`src/rtl/lbs_pkg.sv`:
```
package lbs_pkg;
  typedef enum logic [2:0] {
    LS_NONE   = 3'd0,
    LS_HALT   = 3'd1,
    LS_MASTER = 3'd2,
    LS_IDLE   = 3'd3,
    LS_ACTIVE = 3'd4,
    LS_NOISE  = 3'd5,
    LS_QUIET  = 3'd6,
    LS_UNKN   = 3'd7
  } line_state_e;
endpackage

```
`src/rtl/lbs_len_reg.sv`:
```
module lbs_len_reg #(
  parameter int REG_W = 16,
  parameter int LEN_W = 4
) (
  input  logic             clk,
  input  logic             rst_n,
  input  logic             wr,
  input  logic [REG_W-1:0] wdata,
  output logic [LEN_W-1:0] len,
  output logic [REG_W-1:0] rdata
);
  logic [LEN_W-1:0] len_q, len_d;

  always_comb begin
    len_d = len_q;
    if (wr) len_d = wdata[LEN_W-1:0];
  end

  always_ff @(posedge clk or negedge rst_n) begin
    if (!rst_n) len_q <= '0;
    else        len_q <= len_d;
  end

  assign len   = len_q;
  assign rdata = {{(REG_W-LEN_W){1'b0}}, len_q};

  a_r2_upper_zero: assert property (@(posedge clk) disable iff (!rst_n)
    rdata[REG_W-1:LEN_W] == '0);
endmodule

```
`src/rtl/lbs_tx_seq.sv`:
```
module lbs_tx_seq
  import lbs_pkg::*;
#(
  parameter int VEC_W = 16,
  parameter int LEN_W = 4
) (
  input  logic             clk,
  input  logic             rst_n,
  input  logic             vec_wr,
  input  logic [VEC_W-1:0] vec_wdata,
  input  logic [LEN_W-1:0] len,
  input  logic             tick,
  output logic [2:0]       tx_ls,
  output logic             busy,
  output logic             done,
  output logic             wr_err,
  output logic             start,
  output logic             sample,
  output logic [LEN_W-1:0] bit_idx
);
  logic             busy_q, busy_d;
  logic             done_q, done_d;
  logic             werr_q, werr_d;
  logic [LEN_W-1:0] cnt_q, cnt_d;
  logic [LEN_W-1:0] last_q, last_d;
  logic [VEC_W-1:0] sh_q, sh_d;
  logic             accept, fin;

  assign accept = vec_wr & ~busy_q;
  assign sample = busy_q & tick;
  assign fin    = sample & (cnt_q == last_q);

  always_comb begin
    busy_d = busy_q;
    cnt_d  = cnt_q;
    last_d = last_q;
    sh_d   = sh_q;
    werr_d = werr_q;
    done_d = fin;
    if (accept) begin
      busy_d = 1'b1;
      cnt_d  = '0;
      last_d = len;
      sh_d   = vec_wdata;
      werr_d = 1'b0;
    end else begin
      if (vec_wr) werr_d = 1'b1;
      if (fin) begin
        busy_d = 1'b0;
      end else if (sample) begin
        cnt_d = cnt_q + LEN_W'(1);
        sh_d  = sh_q >> 1;
      end
    end
  end

  always_ff @(posedge clk or negedge rst_n) begin
    if (!rst_n) begin
      busy_q <= 1'b0;
      done_q <= 1'b0;
      werr_q <= 1'b0;
      cnt_q  <= '0;
      last_q <= '0;
      sh_q   <= '0;
    end else begin
      busy_q <= busy_d;
      done_q <= done_d;
      werr_q <= werr_d;
      cnt_q  <= cnt_d;
      last_q <= last_d;
      sh_q   <= sh_d;
    end
  end

  always_comb begin
    if (!busy_q)      tx_ls = LS_NONE;
    else if (sh_q[0]) tx_ls = LS_HALT;
    else              tx_ls = LS_MASTER;
  end

  assign busy    = busy_q;
  assign done    = done_q;
  assign wr_err  = werr_q;
  assign start   = accept;
  assign bit_idx = cnt_q;

  a_r4_accept_busy: assert property (@(posedge clk) disable iff (!rst_n)
    (vec_wr && !busy_q) |=> (busy_q && !werr_q));
  a_r5_refuse_flag: assert property (@(posedge clk) disable iff (!rst_n)
    (vec_wr && busy_q) |=> werr_q);
  a_r3_len_frozen: assert property (@(posedge clk) disable iff (!rst_n)
    (busy_q && $past(busy_q)) |-> $stable(last_q));
  a_r8_done_single: assert property (@(posedge clk) disable iff (!rst_n)
    done_q |=> !done_q);
  a_r8_done_idle: assert property (@(posedge clk) disable iff (!rst_n)
    done_q |-> !busy_q);
  a_r1_idle_none: assert property (@(posedge clk) disable iff (!rst_n)
    !busy_q |-> (tx_ls == LS_NONE));
endmodule

```
`src/rtl/lbs_rx_cap.sv`:
```
module lbs_rx_cap
  import lbs_pkg::*;
#(
  parameter int VEC_W = 16,
  parameter int LEN_W = 4
) (
  input  logic             clk,
  input  logic             rst_n,
  input  logic             start,
  input  logic             sample_en,
  input  logic [LEN_W-1:0] bit_idx,
  input  logic [2:0]       rx_ls,
  output logic [VEC_W-1:0] rx_vec,
  output logic             rx_err
);
  logic [VEC_W-1:0] vec_q, vec_d;
  logic             err_q, err_d;
  logic             is_halt, is_master;

  assign is_halt   = (rx_ls == LS_HALT);
  assign is_master = (rx_ls == LS_MASTER);

  for (genvar i = 0; i < VEC_W; i++) begin : g_bit
    always_comb begin
      vec_d[i] = vec_q[i];
      if (start)
        vec_d[i] = 1'b0;
      else if (sample_en && (bit_idx == LEN_W'(i)))
        vec_d[i] = is_halt;
    end
  end

  always_comb begin
    err_d = err_q;
    if (start)                                err_d = 1'b0;
    else if (sample_en && !is_halt && !is_master) err_d = 1'b1;
  end

  always_ff @(posedge clk or negedge rst_n) begin
    if (!rst_n) begin
      vec_q <= '0;
      err_q <= 1'b0;
    end else begin
      vec_q <= vec_d;
      err_q <= err_d;
    end
  end

  assign rx_vec = vec_q;
  assign rx_err = err_q;

  a_r7_err_source: assert property (@(posedge clk) disable iff (!rst_n)
    $rose(err_q) |-> $past(sample_en));
  a_r4_clear_on_start: assert property (@(posedge clk) disable iff (!rst_n)
    start |=> (vec_q == '0 && !err_q));
endmodule

```
`src/rtl/line_bit_signaler.sv`:
```
module line_bit_signaler #(
  parameter int VEC_W = 16,
  parameter int REG_W = 16,
  localparam int LEN_W = $clog2(VEC_W)
) (
  input  logic             clk,
  input  logic             rst_n,
  input  logic             len_wr,
  input  logic [REG_W-1:0] len_wdata,
  output logic [REG_W-1:0] len_rdata,
  input  logic             vec_wr,
  input  logic [VEC_W-1:0] vec_wdata,
  input  logic             tick,
  input  logic [2:0]       rx_ls,
  output logic [2:0]       tx_ls,
  output logic             busy,
  output logic [VEC_W-1:0] rx_vec,
  output logic             done,
  output logic             wr_err,
  output logic             rx_err
);
  logic [LEN_W-1:0] len;
  logic [LEN_W-1:0] bit_idx;
  logic             start, sample;

  lbs_len_reg #(.REG_W(REG_W), .LEN_W(LEN_W)) u_len (
    .clk(clk), .rst_n(rst_n), .wr(len_wr), .wdata(len_wdata),
    .len(len), .rdata(len_rdata)
  );

  lbs_tx_seq #(.VEC_W(VEC_W), .LEN_W(LEN_W)) u_seq (
    .clk(clk), .rst_n(rst_n), .vec_wr(vec_wr), .vec_wdata(vec_wdata),
    .len(len), .tick(tick), .tx_ls(tx_ls), .busy(busy), .done(done),
    .wr_err(wr_err), .start(start), .sample(sample), .bit_idx(bit_idx)
  );

  lbs_rx_cap #(.VEC_W(VEC_W), .LEN_W(LEN_W)) u_rx (
    .clk(clk), .rst_n(rst_n), .start(start), .sample_en(sample),
    .bit_idx(bit_idx), .rx_ls(rx_ls), .rx_vec(rx_vec), .rx_err(rx_err)
  );
endmodule

```
`config.mk`:
```
export PLATFORM = sky130hd
export DESIGN_NAME = line_bit_signaler
export DESIGN_NICKNAME = d
export VERILOG_FILES = /design/src/rtl/lbs_pkg.sv /design/src/rtl/lbs_len_reg.sv /design/src/rtl/lbs_tx_seq.sv /design/src/rtl/lbs_rx_cap.sv /design/src/rtl/line_bit_signaler.sv
export SDC_FILE = /design/constraint.sdc
export NUM_CORES = 1
export LEC_CHECK = 0
export BUFFER_PORTS_ARGS = -buffer_cell sky130_fd_sc_hd__buf_2
export CAP_MARGIN = 20
export CELL_PAD_IN_SITES_DETAIL_PLACEMENT = 0
export CELL_PAD_IN_SITES_GLOBAL_PLACEMENT = 1
export CORE_ASPECT_RATIO = 2
export CORE_MARGIN = 4
export CORE_UTILIZATION = 25
export CTS_BUF_LIST = sky130_fd_sc_hd__clkbuf_2
export DETAILED_ROUTE_END_ITERATION = 10
export PLACE_DENSITY = 0.61
export SYNTH_ARGS = -nofsm -noshare
export SYNTH_HDL_FRONTEND = slang
export SYNTH_SLANG_ARGS = --single-unit
```
`constraint.sdc`:
```
create_clock -name clk -period 2.2 [get_ports clk]
set_input_delay 0.44 -clock clk [delete_from_list [all_inputs] [get_ports clk]]
set_output_delay 0.44 -clock clk [all_outputs]
set_load 0.01 [all_outputs]
```
Word level (Yosys, flattened, before mapping)
Cells that the tools add are included.
{"block": "word_totals", "ff_bits": 48, "input_bits": 40, "output_inout_bits": 39, "word_cells": 136}
{"block": "classes", "addsub": 1, "eq_ne": 19, "mux": 46, "bitwise": 4, "reduce_logical": 42}
{"op": "16-bit 2-to-1 mux", "count": 3}
{"op": "2-bit nonzero test", "count": 20}
{"op": "1-bit 2-to-1 mux", "count": 38}
{"op": "4-bit == test, second input constant", "count": 8}
{"op": "1-bit logical AND", "count": 18}
{"op": "4-bit by 3-bit == test with 1-bit output, second input constant", "count": 4}
{"op": "4-bit 2-to-1 mux", "count": 3}
{"op": "4-bit by 2-bit == test with 1-bit output, second input constant", "count": 2}
{"op": "4-bit by 1-bit adder with 4-bit output, second input constant", "count": 1}
{"op": "4-bit by 1-bit == test with 1-bit output, second input constant", "count": 1}
{"op": "4-bit == test", "count": 1}
{"op": "4-bit zero test", "count": 1}
{"op": "1-bit bitwise AND", "count": 3}
{"op": "3-bit by 1-bit == test with 1-bit output, second input constant", "count": 1}
{"op": "3-bit by 2-bit == test with 1-bit output, second input constant", "count": 1}
{"op": "3-bit 2-to-1 mux", "count": 1}
{"op": "1-bit zero test", "count": 2}
{"op": "2-bit 2-to-1 mux", "count": 1}
{"op": "2-bit != test, second input constant", "count": 1}
{"op": "2-bit AND reduction", "count": 1}
{"op": "1-bit inverter", "count": 1}

Depth between registers and ports, before layout
Gate-level depths: netlist (run 1).
{"block": "logic_depth", "ltp_word": 6, "mapped_depth": 6, "mapped_depth_nobuf": 5}

By module
Synthesis (run 1) repeated with hierarchy kept, for this count alone.
{"block": "unflattened", "hier_cells": 220, "hier_area_um2": 2402.3}
{"mod": "lbs_tx_seq", "n_inst": 1, "cells_per_inst": 113, "area_each_um2": 1265.0, "seq_area_each_um2": 675.6}
{"mod": "lbs_rx_cap", "n_inst": 1, "cells_per_inst": 82, "area_each_um2": 868.3, "seq_area_each_um2": 425.4}
{"mod": "lbs_len_reg", "n_inst": 1, "cells_per_inst": 25, "area_each_um2": 269.0, "seq_area_each_um2": 100.1}

Worst setup path before layout (run 1)
Ideal clock, no wire load.
{"block": "synth_path", "kind": "register to register", "startpoint": "register u_seq.cnt_q[0] (netlist: u_seq.bit_idx[0])", "endpoint": "register u_seq.sh_q[10]", "setup_ns": 0.137, "t_arrival_ns": 1.500, "required_ns": 2.063, "setup_slack_ns": 0.563, "stages_incl_launch_ff": 7, "path_buffers": 2, "synth_period_minus_slack_ns": 1.637, "path_cell_list": "dfrtp_1 xor2_1 nor4_2 buf_6 buf_12 mux2i_1 a21oi_1"}
{"block": "synth_via", "elab_chain_len": 4}
{"element": "start, declared", "line": "lbs_tx_seq.sv:24", "text": "logic [LEN_W-1:0] cnt_q, cnt_d;"}
{"element": "start signal, assigned", "line": "lbs_tx_seq.sv:69", "text": "cnt_q <= cnt_d;"}
{"element": "4-bit == test", "line": "lbs_tx_seq.sv:31", "text": "assign fin = sample & (cnt_q == last_q);"}
{"element": "1-bit bitwise AND", "line": "lbs_tx_seq.sv:31"}
{"element": "2-bit != test (no line)"}
{"element": "2-bit AND reduction (no line)"}
{"element": "end signal, assigned", "line": "lbs_tx_seq.sv:64", "text": "sh_q <= '0;"}
{"element": "end signal, assigned", "line": "lbs_tx_seq.sv:71", "text": "sh_q <= sh_d;"}
{"element": "end, declared", "line": "lbs_tx_seq.sv:26", "text": "logic [VEC_W-1:0] sh_q, sh_d;"}
Every way passes these cells.
A chain may end at the register's enable or synchronous reset.

Worst setup path in the final report (run 1)
{"block": "layout_path", "startpoint": "register u_seq.busy_q (netlist: u_seq.busy)", "endpoint": "output port tx_ls[1]"}
{"block": "layout_via", "elab_chain_len": 1}
{"element": "start, declared", "line": "lbs_tx_seq.sv:21", "text": "logic busy_q, busy_d;"}
{"element": "start signal, assigned", "line": "lbs_tx_seq.sv:66", "text": "busy_q <= busy_d;"}
{"element": "3-bit 2-to-1 mux", "line": "lbs_tx_seq.sv:76", "text": "if (!busy_q) tx_ls = LS_NONE;"}
{"element": "end, declared", "line": "line_bit_signaler.sv:15", "text": "output logic [2:0] tx_ls,"}
Every way passes these cells.

==> results of run 1 <==
[worst max-delay path, cell delays in order, from the launching register on]
cell and delay [ns]:
dfrtp_2 0.52, buf_4 0.31, nor2b_1 0.17, buf_2 0.13
[cells in the final DEF (no fill, tap or decap), drive strengths merged, types with 12 or more instances in the layout]
| master | Yosys | final |
|---|---|---|
| mux2i | 31 | 31 |
| conb | 1 | 13 |
| o211ai | 13 | 13 |
| o31ai | 12 | 12 |
| a21oi | 14 | 14 |
| o21ai | 14 | 14 |
| dfrtp | 48 | 48 |
| buf | 23 | 68 |
| o21a | 15 | 15 |
[worst paths after layout]
kind | endpoint | slack, ns | startpoint | cells after the start
setup / recovery | tx_ls[1] | 0.16 | u_seq.busy | 3
hold / removal | u_len.len[3] | 0.17 | len_wdata[3] | 2
setup reg to reg | u_seq.sh_q[13] | 0.33 | u_seq.last_q[2] | 5
hold reg to reg | u_rx.rx_err | 0.53 | u_rx.rx_err | 1
max in group asynchronous | u_rx.rx_vec[12] | 1.16 | rst_n | 3
min in group asynchronous | u_seq.last_q[2] | 0.45 | rst_n | 2
[kinds of logic (layout without fill, tap and decap cells)]
group	Yosys count	count (layout)	share of synthesized area
fa+ha+maj	4	4	0.01897
xor+xnor	5	5	0.01659
buf+inv	36	81	0.08108
simple gates	34	34	0.06638
compound gates	79	79	0.2044
flops	48	48	0.4552
other cells	1	13	0.001421
mux	40	40	0.1560
[state kept, by name, summed over array words and instances (netlist names)]
signal	flops
u_len.len	4
u_seq.bit_idx	4
u_rx.rx_vec	16
u_seq.sh_q	16
u_seq.wr_err	1
u_seq.done	1
u_rx.rx_err	1
u_seq.last_q	4
u_seq.busy	1
[metal layers]
layer / routed length, um / vias to the layer above / global-route usage
met4: 99 / 0 / 0.03626
met2: 3633 / 50 / 0.2025
met1: 2463 / 992 / 0.1143
met3: 358 / 9 / 0.02709
li1: - / 993 / -
met5: 0 / - / 0
[per-stage QoR]
| step | total power [mW] | instances | instance area, um2 | setup slack (ns) |
|---|---|---|---|---|
| floorplan | 2.981 | 259 | 2684 | 0.5625 |
| global placement | 3.538 | 430 | 3053 | 0.3702 |
| detailed placement | 3.605 | 430 | 3053 | 0.3271 |
| CTS | 4.247 | 439 | 3157 | 0.03364 |
| global route | 4.510 | 439 | 3158 | 0.04462 |
| finish | 4.172 | 439 | 3158 | 0.1561 |
[layout make-up]
type | instances | area, um2
clock buffer | 5 | 25.02
tap | 135 | 168.9
inverter | 4 | 15.01
clock inverter | 3 | 68.82
sequential | 48 | 1202
multi-input combinational | 175 | 1277
fill | 1116 | 7057
timing repair buffer | 69 | 400.4
[what timing repair did]
item | 4_1_cts | 5_1_grt
endpoints found under the setup margin | 0 | 2
hold buffers | 1 | 0
hold endpoints to repair | 23 | 0
resized for setup | 0 | 1
[power breakdown]
group / switching (mW) / total, mW / leakage [nW] / internal (mW)
combinational: 1.10 / 2.02 / 0.781 / 0.916
clock: 0.324 / 0.633 / 0.0536 / 0.309
sequential: 0.281 / 1.52 / 0.586 / 1.24
total: 1.70 / 4.17 / 1.42 / 2.47
==> results.py, run 1 <==
metrics = {
    "sta": {
        "grt_setup_unrepaired": "no",
        "hold-worst-slack_ns": 0.1699,
        "relSlewSlack": 0.5904,
        "worst_pin_slew_ns": 0.6126,
        "timing.fmax_ghz": 0.4893,
        "fin_worst_skew_ns": 0.03921,
        "fin_setup_tns_ns": 0,
        "finalSetupViolations": 0,
        "min_period_over_period": 0.9290,
        "finalHoldViolations": 0,
        "fin_crit_ns": 2.044,
        "drv_slew": 0,
    },
    "detailed_routing": {
        "dr.pass1.iters": 4,
        "viasPerCell": 4.656,
        "vias": 2044,
        "drc": 0,
        "drtAntennaViolNets": 0,
        "wire_per_inst_um": 14.93,
        "drt_iter0_markers": 91,
        "drt-total-wl_um": 6555,
    },
    "outcome": {
        "outcome": "complete, no violations",
    },
    "cells_and_area": {
        "final_nets": 347,
        "area_growth_pct": 19.68,
        "drive_gt1_frac": 0.2928,
        "antenna_cells": 0,
        "utilization": 0.3092,
    },
    "worst_setup_path": {
        "crit_fanout": 29,
        "cp.required_ns": 1.76,
        "endpoint_kind": "output pin",
        "critical_path_class": "flip-flop to output pin",
        "cp-start-kind": "flip-flop",
        "crit_arrival_ns": 1.60,
    },
    "clocking": {
        "clockBufferDepth": 2,
        "tritoncts": "yes",
        "clock_latency_ns": 0.47,
        "postCtsSetupRepairBufs": 0,
        "cts-htree-levels": 2,
        "cts_sinks": 48,
        "clkTransAtPathRegs_ns": 0.29,
        "cts_buffers": 5,
        "root_buffer": "clkbuf_2",
    },
    "synthesis": {
        "synth_top_area_share": 0.4552,
        "synth_seq_cells": 48,
        "avgSynthCellArea_um2": 10.68,
        "ys.flop_type": "dfrtp_1",
        "synth_edf_count": 0,
        "synth_common_cells": "48 x dfrtp_1, 31 x mux2i_1, 15 x o21a_1, 14 x a21oi_1, 14 x o21ai_0",
        "synth_area_leader_cell": "dfrtp_1",
        "yosysWarnings": 0,
        "synth.area.top_cells": "dfrtp_1 46%, mux2i_1 12%, o21a_1 4.3%, mux2_2 3.8%, buf_4 3.7%",
        "ys_seq_area_frac": 0.4552,
        "async_flop_share": 1.000,
        "post-synth-top-count-cell": "dfrtp_1",
        "synth_area_um2": 2639,
        "syn_inst": 247,
        "ys_types": 33,
    },
    "pwr": {
        "power.leakage_nw": 1.421,
        "power_density_nw_per_um2": 1321,
        "ir_drop_mv": 0.6292,
    },
    "placed_design": {
        "dp_hpwl_um": 4908,
        "place.gp.congestion": 0.7067,
        "io_buffers": 53,
    },
    "global_routing": {
        "grt_pass1_vias": 1985,
        "grt_pass1_wl_um": 10480,
        "grt_usage": 0.1086,
        "grt_max_degree": 30,
        "overflow": 0,
        "antenna_found_initial": 0,
    },
    "min_path": {
        "hp-class": "input pin to flip-flop",
    },
    "floorplan": {
        "core_um2": 10210,
        "die-width_um": 80.65,
        "rows": 52,
        "initial_core_util": 0.2583,
        "die_area_um2": 12360,
        "io_pins": 79,
        "fp.dieH_um": 153.3,
    },
    "job": {
        "cap_violations": 0,
    },
}
No activity file was read; power rests on OpenSTA's default activity.
==> run 2: changes to the inputs <==
ABC_AREA = 1   (was unset)
PLACE_DENSITY = 0.65   (was 0.61)
==> run 2 against run 1 <==
Net effect:
- power down 33%
- die area down 7.3%
- worst setup slack better by 0.31 ns
- non-clock buffer count down 9
- flip-flop and latch count unchanged
- final cell count up 15%
- register-to-register slack better by 0.25 ns
- core utilization down 0.85 points
- hold slack about the same
- wire length down 3.6%
- fmax up 18%
- critical endpoint unchanged
- largest cell class is now registers
- highest routed layer unchanged
==> results.py, run 2 <==
metrics = {
    "sta": {
        "min_period_over_period": 0.7867,
        "fin_setup_tns_ns": 0,
        "fin_worst_skew_ns": 0.04658,
        "fin_crit_ns": 1.731,
        "worst_pin_slew_ns": 0.5150,
        "drv_slew": 0,
        "finalHoldViolations": 0,
        "relSlewSlack": 0.6567,
        "finalWorstSetupSlack_ns": 0.4692,
        "grt_setup_unrepaired": "no",
        "finalSetupViolations": 0,
        "timing.fmax_ghz": 0.5778,
    },
    "synthesis": {
        "ys_seq_area_frac": 0.4941,
        "avgSynthCellArea_um2": 7.573,
        "post-synth-top-count-cell": "nand2_1",
        "synth.area.top_cells": "dfrtp_1 49%, nand2_1 20%, nand3_1 7.6%, o21ai_0 5.6%, buf_4 4.9%",
        "ys.flop_type": "dfrtp_1",
        "synth_edf_count": 0,
        "synth_area_um2": 2431,
        "synth_common_cells": "130 x nand2_1, 48 x dfrtp_1, 37 x nand3_1, 27 x o21ai_0, 24 x inv_1",
        "yosysWarnings": 0,
        "synth_area_leader_cell": "dfrtp_1",
        "async_flop_share": 1.000,
        "syn_inst": 321,
        "synth_top_area_share": 0.4941,
        "ys_types": 18,
        "synth_seq_cells": 48,
    },
    "global_routing": {
        "overflow": 0,
        "grt_max_degree": 30,
        "grt_usage": 0.1153,
        "grt_pass1_wl_um": 10420,
        "antenna_found_initial": 1,
        "grt_pass1_vias": 2068,
    },
    "worst_setup_path": {
        "reg2reg_slack_ns": 0.58,
        "endpoint_kind": "output pin",
        "cp.required_ns": 1.76,
        "r2r-start": "u_seq.bit_idx[0]",
        "cp-start-kind": "flip-flop",
        "critical_path_class": "flip-flop to output pin",
        "reg2reg_depth": 9,
        "r2r_end": "u_seq.bit_idx[2]",
        "crit_fanout": 5,
        "crit_arrival_ns": 1.29,
    },
    "placed_design": {
        "placed_area_um2": 2790,
        "dp_slack_ns": 0.5770,
        "dp_cells": 495,
        "dp_hpwl_um": 4627,
        "io_buffers": 53,
        "place.gp.congestion": 0.7789,
    },
    "detailed_routing": {
        "drc": 0,
        "dr.pass1.iters": 4,
        "drtAntennaViolNets": 0,
        "vias": 2085,
        "wire_per_inst_um": 12.54,
        "viasPerCell": 4.137,
        "drt_iter0_markers": 109,
        "drt-total-wl_um": 6320,
    },
    "floorplan": {
        "io_pins": 79,
        "die-width_um": 77.73,
        "initial_core_util": 0.2574,
        "rows": 50,
        "core_um2": 9447,
        "die_area_um2": 11460,
        "fp.dieH_um": 147.5,
    },
    "min_path": {
        "hold_end": "u_seq.sh_q[15]",
        "hold_start": "vec_wdata[15]",
        "holdPathStages": 3,
        "hp-class": "input pin to flip-flop",
    },
    "clocking": {
        "clockBufferDepth": 2,
        "ctsHoldBuffers": 1,
        "clock_latency_ns": 0.46,
        "tritoncts": "yes",
        "postCtsSetupRepairBufs": 0,
        "cts_resized": 0,
        "cts_buffers": 5,
        "clkTransAtPathRegs_ns": 0.26,
        "cts-htree-levels": 2,
        "cts_sinks": 48,
        "root_buffer": "clkbuf_2",
    },
    "cells_and_area": {
        "final_nets": 417,
        "regArea_um2": 1201,
        "final.fill_count": 1044,
        "postLayoutCellArea_um2": 2840,
        "final_cells": 504,
        "utilization": 0.3007,
        "mostFrequentLayoutCells": "130 x nand2_1, 53 x buf_2, 48 x dfrtp_1",
        "area_growth_pct": 16.83,
        "multiInputGateArea_um2": 1006,
        "layout_commonest_cell": "nand2_1",
        "drive_gt1_frac": 0.1877,
    },
    "job": {
        "cap_violations": 0,
    },
    "pwr": {
        "ir_drop_mv": 0.3778,
        "power_density_nw_per_um2": 979.7,
        "power.leakage_nw": 1.592,
    },
    "outcome": {
        "outcome": "complete, no violations",
    },
}
## run 2: routing by layer
metal	up-vias	GRT usage	wire (um)
li1	1080	-	-
met1	949	0.1250	2401
met2	49	0.2092	3460
met3	7	0.02622	318
met4	0	0.05080	140
met5	-	0	0
## run 2: critical path: stages, from the launching register on
cell and delay, ns:
dfrtp_1 0.50, inv_1 0.09, nor2_1 0.11, buf_2 0.15
## run 2: area by class of cell
| cell class | count | area share |
|---|---|---|
| multi-input cells | 232 | 0.3542 |
| clock inverters | 2 | 0.004405 |
| well taps | 130 | 0.05727 |
| diodes | 1 | 0.0008811 |
| clock buffers | 5 | 0.008811 |
| inverters | 26 | 0.03436 |
| repair buffers | 60 | 0.1172 |
| flip-flops and latches | 48 | 0.4229 |
## run 2: metrics by stage
step                hold WS, ns  total power, mW
global placement         0.4346            2.425
floorplan                0.1444            2.089
detailed placement       0.4507            2.448
global route             0.1150            3.047
finish                   0.1703            2.783
CTS                      0.1266            2.840
## run 2: worst max path at each step
| stage | startpoint | to | slack, ns | depth (start not counted) |
|---|---|---|---|---|
| floorplan | u_seq.busy | u_seq.sh_q[10] | 0.93 | 7 |
| global placement | tick | u_seq.sh_q[6] | 0.59 | 10 |
| detailed placement | vec_wr | u_seq.sh_q[11] | 0.58 | 7 |
| CTS | u_seq.busy | tx_ls[1] | 0.41 | 3 |
| global route | u_seq.busy | tx_ls[1] | 0.34 | 3 |
| finish | u_seq.busy | tx_ls[1] | 0.47 | 3 |
## run 2: cells by family after synthesis
logic type	after synthesis	synth area share
AOI/OAI and AO/OA	31	0.06433
adders and majority gates	4	0.02059
buffers and inverters	53	0.1107
DFF	48	0.4941
other	1	0.001543
and+or+nand+nor	184	0.3088
## run 2: power by group
group	internal [mW]	switching [mW]	total [mW]
sequential	1.11	0.181	1.29
clock	0.0711	0.310	0.381
combinational	0.395	0.719	1.11
total	1.57	1.21	2.78
==> run 3: changes to the inputs <==
ABC_AREA = 0   (was 1)
PLACE_DENSITY = 0.61   (was 0.65)
clock period = 1.8 ns   (was 2.2 ns; I/O delays follow)
==> run 3 against run 2 <==
Net effect:
- sequential power up 44%
- power is 86% higher
- first-iteration DRC count is 11% lower
- core utilization is 1.8 points higher
- non-clock buffer count rose by 19
- highest routed layer unchanged
==> results.py, run 3 (synthesized netlist as in run 1, its figures left out) <==
metrics = {
    "placed_design": {
        "dp_hpwl_um": 4846,
        "placed_area_um2": 3100,
        "io_buffers": 53,
        "place.gp.congestion": 0.7107,
    },
    "clocking": {
        "root_buffer": "clkbuf_2",
        "clock_latency_ns": 0.47,
        "cts_sinks": 48,
        "tritoncts": "yes",
        "clkTransAtPathRegs_ns": 0.29,
        "cts_buffers": 5,
        "cts-htree-levels": 2,
        "clockBufferDepth": 2,
    },
    "cells_and_area": {
        "antenna_cells": 0,
        "area_growth_pct": 23.47,
        "drive_gt1_frac": 0.3217,
        "postLayoutCellArea_um2": 3258,
        "layout_commonest_cell": "buf_2",
        "multiInputGateArea_um2": 1287,
        "regArea_um2": 1202,
        "final_nets": 357,
        "final.fill_count": 1088,
        "mostFrequentLayoutCells": "53 x buf_2, 47 x dfrtp_1, 31 x mux2i_1",
    },
    "sta": {
        "drv_slew": 0,
        "grt_setup_unrepaired": "no",
        "fin_worst_skew_ns": 0.03980,
        "min_period_over_period": 0.9575,
        "finalHoldViolations": 0,
        "finalSetupViolations": 0,
        "fin_crit_ns": 1.724,
        "timing.fmax_ghz": 0.5802,
        "fin_setup_tns_ns": 0,
    },
    "global_routing": {
        "grt_pass1_vias": 2223,
        "grt_usage": 0.1128,
        "overflow": 0,
        "grt_pass1_wl_um": 11040,
        "grt_max_degree": 49,
        "antenna_found_initial": 0,
    },
    "floorplan": {
        "die-width_um": 80.65,
        "fp.dieH_um": 153.3,
        "die_area_um2": 12360,
        "rows": 52,
        "io_pins": 79,
        "core_um2": 10210,
        "initial_core_util": 0.2583,
    },
    "worst_setup_path": {
        "path_delay_family": "flip-flops",
        "critical_path_class": "flip-flop to output pin",
        "r2r-start": "u_seq.bit_idx[0]",
        "crit_arrival_ns": 1.36,
        "cp.required_ns": 1.44,
        "crit_fanout": 7,
        "cp_num_buf_inv": 2,
        "cp-start-kind": "flip-flop",
        "crit_slowest_cell": "dfrtp_2",
        "cp-startpoint": "u_seq.busy",
        "endpoint_kind": "output pin",
        "slowest_delay_ns": 0.50,
        "path_cells": "buf_12, and2_4, buf_2",
    },
    "outcome": {
        "outcome": "complete, no violations",
    },
    "detailed_routing": {
        "drc": 0,
        "drt_iter0_markers": 97,
        "drt-total-wl_um": 6620,
        "vias": 2068,
        "drtAntennaViolNets": 0,
        "dr.pass1.iters": 4,
        "viasPerCell": 4.606,
        "wire_per_inst_um": 14.74,
    },
    "pwr": {
        "power_density_nw_per_um2": 1592,
        "ir_drop_mv": 0.6532,
        "power.leakage_nw": 1.482,
    },
    "min_path": {
        "hold_start": "len_wdata[1]",
        "hp-class": "input pin to flip-flop",
    },
    "job": {
        "cap_violations": 0,
    },
}
run 3: changes by cell type in the layout (fill, tap and decap cells not counted), sizes merged, moves of 7 or more:
cell / before / now
nand2: 132 / 9
nand3: 37 / 7
a21oi: 3 / 14
o21a: 0 / 15
inv: 26 / 5
mux2: 0 / 9
o211ai: 0 / 13
o31ai: 0 / 12
mux2i: 0 / 31
o21ai: 27 / 14
buf: 59 / 77
nor2: 14 / 7
run 3: path summary, 6_finish.rpt:
check | cells past startpoint | to | slack [ns]
hold reg to reg | 1 | u_rx.rx_err | 0.53
max in group asynchronous | 3 | u_seq.bit_idx[0] | 1.17
setup / recovery | 3 | tx_ls[0] | 0.08
hold / removal | 2 | u_len.len[1] | 0.12
setup reg to reg | 5 | u_seq.bit_idx[2] | 0.09
min in group asynchronous | 3 | u_seq.busy | 0.37
run 3: power breakdown:
group | internal, mW | total (mW) | switching (mW)
registers | 1.52 | 1.86 | 0.344
clock network | 0.0983 | 0.482 | 0.384
logic | 1.43 | 2.84 | 1.42
total | 3.04 | 5.19 | 2.15
run 3: timing repair:
item | CTS | global route
setup buffers | 2 | 4
hold buffers | 1 | 0
setup endpoints to repair | 3 | 2
endpoints found under the hold margin | 48 | 0
resized for setup | 4 | 2
gates cloned | 1 | 0
run 3: per-layer routing:
layer  global-route usage  routed length [um]  up-vias
met1               0.1198                2441      989
met4              0.04593                 167        0
li1                     -                   -     1015
met3              0.02297                 325       13
met5                    0                   0        -
met2               0.2089                3686       51
run 3: worst register-to-register path: cells and delay by family, from the launching register on:
kind                      cells  cell delay [ns]
xor gates and xnor gates      1             0.26
buffers and inverters         1             0.17
DFF                           1             0.47
and+or+nand+nor               3             0.79
run 3: area by class of cell:
| class | instances | share of cell area |
|---|---|---|
| multi-input combinational | 175 | 0.3952 |
| sequential | 48 | 0.3690 |
| timing repair buffer | 79 | 0.1651 |
| tap | 135 | 0.05184 |
| clock buffer | 5 | 0.007681 |
| clock inverter | 3 | 0.006528 |
| inverter | 4 | 0.004608 |
run 3: through the flow:
stage	power, mW	util	hold WS, ns	instances	setup slack, ns
3_5_place_dp	4.515	0.3035	0.3744	433	0.09507
3_3_place_gp	4.424	0.3035	0.3697	433	0.1345
5_1_grt	5.677	0.3190	0.06289	449	0.001992
4_1_cts	5.190	0.3150	0.06664	445	0.005546
6_report	5.188	0.3190	0.1168	449	0.07647
2_1_floorplan	3.643	-	0.06441	259	0.1625
